[src/rtl/cache_dir_pkg.sv]
package cache_dir_pkg;

    typedef enum logic [2:0] {
        KIND_READ   = 3'd0,
        KIND_WRITE  = 3'd1,
        KIND_ATOMIC = 3'd2,
        KIND_FLUSH  = 3'd3,
        KIND_INVAL  = 3'd4
    } req_kind_e;

    typedef enum logic [1:0] {
        RES_HIT      = 2'b00,
        RES_MISS     = 2'b01,
        RES_CLEAN_EV = 2'b10,
        RES_DIRTY_EV = 2'b11
    } res_code_e;

    function automatic logic kind_is_lookup(input logic [2:0] k);
        return (k == KIND_READ) || (k == KIND_WRITE) || (k == KIND_ATOMIC);
    endfunction

    function automatic logic kind_sets_dirty(input logic [2:0] k);
        return (k == KIND_WRITE) || (k == KIND_ATOMIC);
    endfunction

endpackage

[src/rtl/cache_dir_addr_split.sv]
module cache_dir_addr_split #(
    parameter int ADDR_W = 16,
    parameter int TAG_W  = 8,
    parameter int SET_W  = 4,
    localparam int OFF_W = ADDR_W - TAG_W - SET_W
) (
    input  logic [ADDR_W-1:0] addr,
    output logic [TAG_W-1:0]  tag,
    output logic [SET_W-1:0]  set_idx,
    output logic [OFF_W-1:0]  offset
);
    assign tag     = addr[ADDR_W-1 -: TAG_W];
    assign set_idx = addr[OFF_W +: SET_W];
    assign offset  = addr[OFF_W-1:0];
endmodule

[src/rtl/cache_dir_plru.sv]
module cache_dir_plru #(
    parameter int WAYS = 4,
    localparam int WAY_W = $clog2(WAYS),
    localparam int LRU_W = WAYS - 1,
    localparam int IX_W  = (LRU_W > 1) ? $clog2(LRU_W) : 1
) (
    input  logic [LRU_W-1:0] state,
    input  logic [WAY_W-1:0] touch_way,
    output logic [LRU_W-1:0] next_state,
    output logic [WAY_W-1:0] victim
);
    logic [IX_W-1:0] ix_u;
    logic [IX_W-1:0] ix_v;

    // heap-ordered tree: node n has children 2n+1 (lower half) and 2n+2
    always_comb begin
        next_state = state;
        ix_u = '0;
        for (int l = 0; l < WAY_W; l++) begin
            ix_u = IX_W'((2 ** l) - 1 + int'(touch_way >> (WAY_W - l)));
            next_state[ix_u] = ~touch_way[WAY_W-1-l];
        end
    end

    always_comb begin
        victim = '0;
        ix_v = '0;
        for (int l = 0; l < WAY_W; l++) begin
            ix_v = IX_W'((2 ** l) - 1 + int'(victim >> (WAY_W - l)));
            victim[WAY_W-1-l] = state[ix_v];
        end
    end
endmodule

[src/rtl/cache_dir_flush_walk.sv]
module cache_dir_flush_walk #(
    parameter int NUM_SETS = 16,
    localparam int SET_W = $clog2(NUM_SETS)
) (
    input  logic             clk,
    input  logic             rst,
    input  logic             start,
    output logic             busy,
    output logic [SET_W-1:0] set_idx,
    output logic             done
);
    localparam logic [SET_W-1:0] LAST_SET = SET_W'(NUM_SETS - 1);

    always_ff @(posedge clk) begin
        if (rst) begin
            busy    <= 1'b0;
            set_idx <= '0;
            done    <= 1'b0;
        end else begin
            done <= 1'b0;
            if (!busy) begin
                if (start) begin
                    busy    <= 1'b1;
                    set_idx <= '0;
                end
            end else begin
                set_idx <= set_idx + 1'b1;
                if (set_idx == LAST_SET) begin
                    busy <= 1'b0;
                    done <= 1'b1;
                end
            end
        end
    end

    // the done pulse lasts one cycle and marks the end of a walk
    assert_done_single_R8: assert property (@(posedge clk) disable iff (rst)
        done |=> !done);
    assert_done_after_walk_R8: assert property (@(posedge clk) disable iff (rst)
        done |-> (!busy && $past(busy)));
    // a walk visits the last set just before it ends
    assert_walk_ends_last_R8: assert property (@(posedge clk) disable iff (rst)
        $fell(busy) |-> $past(set_idx) == LAST_SET);
endmodule

[src/rtl/cache_dir.sv]
module cache_dir
    import cache_dir_pkg::*;
#(
    parameter int ADDR_W   = 16,
    parameter int TAG_W    = 8,
    parameter int NUM_SETS = 16,
    parameter int WAYS     = 4,
    localparam int SET_W   = $clog2(NUM_SETS),
    localparam int OFF_W   = ADDR_W - TAG_W - SET_W,
    localparam int WAY_W   = $clog2(WAYS),
    localparam int LRU_W   = WAYS - 1
) (
    input  logic              clk,
    input  logic              rst,
    input  logic              req_valid,
    input  logic [2:0]        req_kind,
    input  logic [ADDR_W-1:0] req_addr,
    output logic              resp_valid,
    output logic [1:0]        resp_code,
    output logic [WAY_W-1:0]  resp_way,
    output logic              flush_busy,
    output logic              flush_done
);
    // directory state
    logic [TAG_W-1:0] tag_q   [NUM_SETS][WAYS];
    logic [WAYS-1:0]  valid_q [NUM_SETS];
    logic [WAYS-1:0]  dirty_q [NUM_SETS];
    logic [LRU_W-1:0] lru_q   [NUM_SETS];

    // address fields
    logic [TAG_W-1:0] req_tag;
    logic [SET_W-1:0] req_set;
    logic [OFF_W-1:0] req_off;

    cache_dir_addr_split #(.ADDR_W(ADDR_W), .TAG_W(TAG_W), .SET_W(SET_W)) u_split (
        .addr    (req_addr),
        .tag     (req_tag),
        .set_idx (req_set),
        .offset  (req_off)
    );

    // request decode
    logic accept, lookup_fire, flush_fire, inval_fire;
    logic [SET_W-1:0] walk_idx;

    assign accept      = req_valid && !flush_busy;
    assign lookup_fire = accept && kind_is_lookup(req_kind);
    assign flush_fire  = accept && (req_kind == KIND_FLUSH);
    assign inval_fire  = accept && (req_kind == KIND_INVAL);

    cache_dir_flush_walk #(.NUM_SETS(NUM_SETS)) u_walk (
        .clk     (clk),
        .rst     (rst),
        .start   (flush_fire),
        .busy    (flush_busy),
        .set_idx (walk_idx),
        .done    (flush_done)
    );

    // tag compare across ways
    logic [WAYS-1:0]  row_valid, row_dirty, hit_vec;
    logic [LRU_W-1:0] row_lru, lru_next;

    assign row_valid = valid_q[req_set];
    assign row_dirty = dirty_q[req_set];
    assign row_lru   = lru_q[req_set];

    for (genvar w = 0; w < WAYS; w++) begin : g_cmp
        assign hit_vec[w] = row_valid[w] && (tag_q[req_set][w] == req_tag);
    end

    logic             any_hit, any_free;
    logic [WAY_W-1:0] hit_way, free_way, victim_way, chosen_way;
    res_code_e        outcome;

    always_comb begin
        hit_way = '0;
        for (int w = 0; w < WAYS; w++) begin
            if (hit_vec[w]) hit_way = WAY_W'(w);
        end
    end

    always_comb begin
        free_way = '0;
        for (int w = WAYS - 1; w >= 0; w--) begin
            if (!row_valid[w]) free_way = WAY_W'(w);
        end
    end

    assign any_hit  = |hit_vec;
    assign any_free = ~&row_valid;

    cache_dir_plru #(.WAYS(WAYS)) u_plru (
        .state      (row_lru),
        .touch_way  (chosen_way),
        .next_state (lru_next),
        .victim     (victim_way)
    );

    always_comb begin
        if (any_hit) begin
            chosen_way = hit_way;
            outcome    = RES_HIT;
        end else if (any_free) begin
            chosen_way = free_way;
            outcome    = RES_MISS;
        end else begin
            chosen_way = victim_way;
            outcome    = row_dirty[victim_way] ? RES_DIRTY_EV : RES_CLEAN_EV;
        end
    end

    // directory update
    always_ff @(posedge clk) begin
        if (rst) begin
            for (int s = 0; s < NUM_SETS; s++) begin
                valid_q[s] <= '0;
                dirty_q[s] <= '0;
                lru_q[s]   <= '0;
                for (int w = 0; w < WAYS; w++) begin
                    tag_q[s][w] <= '0;
                end
            end
        end else begin
            if (inval_fire) begin
                for (int s = 0; s < NUM_SETS; s++) begin
                    valid_q[s] <= '0;
                    dirty_q[s] <= '0;
                    lru_q[s]   <= '0;
                end
            end
            if (flush_busy) begin
                dirty_q[walk_idx] <= '0;
            end
            if (lookup_fire) begin
                tag_q[req_set][chosen_way]   <= req_tag;
                valid_q[req_set][chosen_way] <= 1'b1;
                lru_q[req_set]               <= lru_next;
                if (!any_hit) begin
                    dirty_q[req_set][chosen_way] <= kind_sets_dirty(req_kind);
                end else if (kind_sets_dirty(req_kind)) begin
                    dirty_q[req_set][chosen_way] <= 1'b1;
                end
            end
        end
    end

    // response register
    always_ff @(posedge clk) begin
        if (rst) begin
            resp_valid <= 1'b0;
            resp_code  <= RES_HIT;
            resp_way   <= '0;
        end else begin
            resp_valid <= lookup_fire;
            if (lookup_fire) begin
                resp_code <= outcome;
                resp_way  <= chosen_way;
            end
        end
    end

    // the three fields cover the address exactly
    assert_split_covers_R1: assert property (@(posedge clk) disable iff (rst)
        lookup_fire |-> ({req_tag, req_set, req_off} == req_addr));
    // a tag is never resident twice in one set
    assert_hit_unique_R2: assert property (@(posedge clk) disable iff (rst)
        lookup_fire |-> $onehot0(hit_vec));
    // a fill with free ways reports a miss next cycle
    assert_free_fill_R3: assert property (@(posedge clk) disable iff (rst)
        (lookup_fire && !any_hit && any_free) |=> (resp_code == RES_MISS));
    // a full set with no hit reports an eviction
    assert_full_evicts_R4: assert property (@(posedge clk) disable iff (rst)
        (lookup_fire && !any_hit && !any_free) |=> resp_code[1]);
    // invalidate empties the directory
    assert_inval_empties_R7: assert property (@(posedge clk) disable iff (rst)
        inval_fire |=> (valid_q[0] == '0) && (valid_q[NUM_SETS-1] == '0));
    // requests during a walk produce no response
    assert_busy_ignores_R9: assert property (@(posedge clk) disable iff (rst)
        (flush_busy && req_valid) |=> !resp_valid);
    // response follows an accepted lookup by one cycle
    assert_resp_follows_R10: assert property (@(posedge clk) disable iff (rst)
        lookup_fire |=> resp_valid);
    assert_resp_has_cause_R10: assert property (@(posedge clk) disable iff (rst)
        resp_valid |-> $past(lookup_fire));
endmodule

[config.mk]
export PLATFORM = sky130hd
export DESIGN_NAME = cache_dir
export DESIGN_NICKNAME = d
export VERILOG_FILES = /design/src/rtl/cache_dir_pkg.sv /design/src/rtl/cache_dir_addr_split.sv /design/src/rtl/cache_dir_plru.sv /design/src/rtl/cache_dir_flush_walk.sv /design/src/rtl/cache_dir.sv
export SDC_FILE = /design/constraint.sdc
export NUM_CORES = 1
export LEC_CHECK = 0
export BUFFER_PORTS_ARGS = -buffer_cell sky130_fd_sc_hd__buf_4
export CORE_UTILIZATION = 49
export DETAILED_ROUTE_END_ITERATION = 6
export SLEW_MARGIN = 20
export SYNTH_ARGS = -nofsm -noshare
export SYNTH_HDL_FRONTEND = slang
export SYNTH_SLANG_ARGS = --single-unit
[constraint.sdc]
create_clock -name clk -period 6.5 [get_ports clk]
set_clock_uncertainty 0.2 [all_clocks]
set_input_delay 1.3 -clock clk [delete_from_list [all_inputs] [get_ports clk]]
set_output_delay 1.3 -clock clk [all_outputs]
set_load 0.01 [all_outputs]
==> impl_metrics.yaml <==
final_layout:
  drive_gt1_share_pct: 19.58
  multi_input_area_sq_um: 11380
  fill_cells: 5443
  area_growth_pct: 11.09
  nNetsFinal: 2516
  mostFrequentLayoutCell: "edfxtp_1"
  seq_area_sq_um: 20240
  final_cell_mix: "624 x edfxtp_1, 526 x nor3_1, 164 x buf_4, 140 x mux4_2, 139 x nor2_1"
worst_setup_path:
  start_kind: "input port"
  critPathBufInv: 4
  crit_chain: "buf_8 -> buf_12 -> mux4_2 -> mux4_2 -> xnor2_1 -> nor4_1 -> buf_4 -> o2111ai_2 -> buf_4 -> a21boi_1 -> o211a_1 -> a31oi_2 -> a21oi_1"
  max_stage_delay_ps: 910
  cp_slowest_cell: "a31oi_2"
  cp_top_family: "compound AO/OA/AOI/OAI gates"
  endpoint_kind: "register"
  cp_data_arrival_time_ps: 5990
  required_ps: 6630
  cp_max_fo: 41
  critical_path_class: "input port to register"
sta:
  post-route-period-util_pct: 90.26
  worst_pin_slew_ps: 1119
  slew_violations: 0
  hold_violations: 0
  slew_headroom_pct: 25.17
  fmax_ghz: 0.1705
  fin_crit_ps: 5867
  rsz0062_at_grt: "no"
  fin_setup_tns_ps: 0
  setup_violations: 0
placed_design:
  portBuffers: 24
  dp_hpwl_um: 60530
  place_congestion: 0.8553
detailed_routing:
  wl_met2_um: 44740
  wire_per_inst_um: 27.19
  drt_iter0_drc: 2395
  wl_um: 92970
  wl_met3_um: 7452
  ant_nets: 0
  drtPass1Iterations: 5
  viasPerCell: 6.442
  dr.max_layer_used: "met5"
  met1_length_um: 38140
  vias: 22025
  drcViolationCount: 0
pwr:
  finalPower_w: 0.01012
  ir_drop_v: 0.0003057
  powerDensity_nw_per_um2: 275.5
  leakage_nw: 12.72
  power.internal_w: 0.007798
  p_clk_share_pct: 42.2
  comb_power_share_pct: 7.8
  switching_power_w: 0.002321
  power.share.sequential_pct: 50.1
  p_sw_share_pct: 22.94
global_routing:
  grt_pass1_wl_um: 138600
  grt_max_degree: 77
  first_global_vias: 21670
  grt_overflow: 0
  antenna_found_initial: 2
  gr-usage-all-layers_pct: 27.56
die:
  start_util_pct: 49.94
  core_area_sq_um: 66220
  rows: 94
  die_x_um: 261.8
  die_h_um: 261.8
  dieArea_sq_um: 68530
  io_pins: 29
min_path:
  min_path_type: "register to register"
logic_synthesis:
  synth_edf_count: 624
  synth_nets: 2561
  ys_ff_latch: 699
  yosys_warnings: 0
  synth-main-ff-cell: "edfxtp_1"
  syn-mean-instance-area_sq_um: 13.03
  synth_area_sq_um: 33070
  yosysUniqueCellTypes: 74
  synthArstFlopShare_pct: 0
  yosysSeqAreaShare_pct: 61.20
  synthCells: 2538
cts:
  insertion_delay_ps: 630
  clock_sinks: 699
  cts_hold_buffers: 0
  clk_pin_slew_worst_paths_ps: 60
  clk_path_buf_depth: 3
  cts_made_buffers: 76
  cts_tree: "done"
  post_cts_resized: 0
  cts-root-buf: "clkbuf_16"
  cts_setup_buffers: 0
  cts_max_level: 3
run_status:
  outcome: "finished clean"
flow_run:
  max_cap_violations: 0
==> synth_stat cells (36+ instances only) <==
| cell | count | area [sq um] |
|---|---|---|
| edfxtp_1 | 624 | 18740 |
| nor3_1 | 526 | 2633 |
| buf_2 | 75 | 375.4 |
| nor2_1 | 140 | 525.5 |
| mux4_2 | 140 | 3153 |
| clkbuf_1 | 184 | 690.7 |
| nand2_1 | 106 | 397.9 |
| a21oi_1 | 74 | 370.4 |
| xnor2_1 | 36 | 315.3 |
| mux2i_1 | 98 | 980.9 |
| a21o_1 | 36 | 270.3 |
| dfxtp_1 | 75 | 1501 |
| a22oi_1 | 37 | 277.8 |
==> cells by family after synthesis <==
family                   Yosys count  synth area share [%]
flip-flops                       699                 61.20
AND/OR/NAND/NOR                  891                 12.95
AO/OA/AOI/OAI                    335                 7.299
adder cells (fa/ha/maj)            1               0.03783
XOR/XNOR                          36                0.9535
multiplexers                     248                 12.98
buffers and inverters            328                 4.574
==> registers in the layout, summed over array words and instances, names as in the netlist <==
signal	flops
lru_q	48
resp_valid	1
resp_way	2
u_walk.busy	1
tag_q	512
u_walk.done	1
resp_code	2
u_walk.set_idx	4
dirty_q	64
valid_q	64
==> path summary, 6_finish.rpt <==
path	from	endpoint	slack [ps]	cells after the start
hold / removal	valid_q[8][2]	valid_q[8][2]	250	1
setup / recovery	req_addr[4]	dirty_q[9][0]	630	13
hold reg to reg	valid_q[8][2]	valid_q[8][2]	250	1
setup reg to reg	tag_q[6][13]	dirty_q[9][0]	1770	11
==> metrics by stage <==
stage	std cells	hold WS [ps]	utilization, %	setup slack (ps)	instance area [sq um]
finish	3419	248.8	55.48	633.2	36740
floorplan	2538	219.8	-	1226	33070
global route	3418	264.8	55.48	506.0	36730
detailed placement	3279	235.1	51.80	106.2	34300
CTS	3418	249.6	55.48	726.5	36730
global placement	3279	227.3	51.80	159.8	34300
==> layout make-up <==
type | count | area share [%]
antenna | 1 | 0.006812
clock buffer | 108 | 5.814
clock inverter | 31 | 0.8038
inverter | 27 | 0.2759
multi-input combinational | 1511 | 30.99
sequential | 699 | 55.09
tap | 864 | 2.943
timing repair buffer | 178 | 4.077
==> routing by layer <==
layer	GRT usage (%)	vias up
met5	0	-
met2	44.41	1041
met1	38.51	11192
met3	4.485	171
li1	-	9617
met4	8.495	4
==> power groups by stage <==
stage	registers, W	clock network, W	logic, W
floorplan	0.00514	0	0.000525
global placement	0.00515	0	0.000772
detailed placement	0.00516	0	0.000782
CTS	0.00507	0.00432	0.000784
global route	0.00508	0.00447	0.000830
finish	0.00506	0.00427	0.000785
Note: power is estimated with default switching activity, not from simulation.
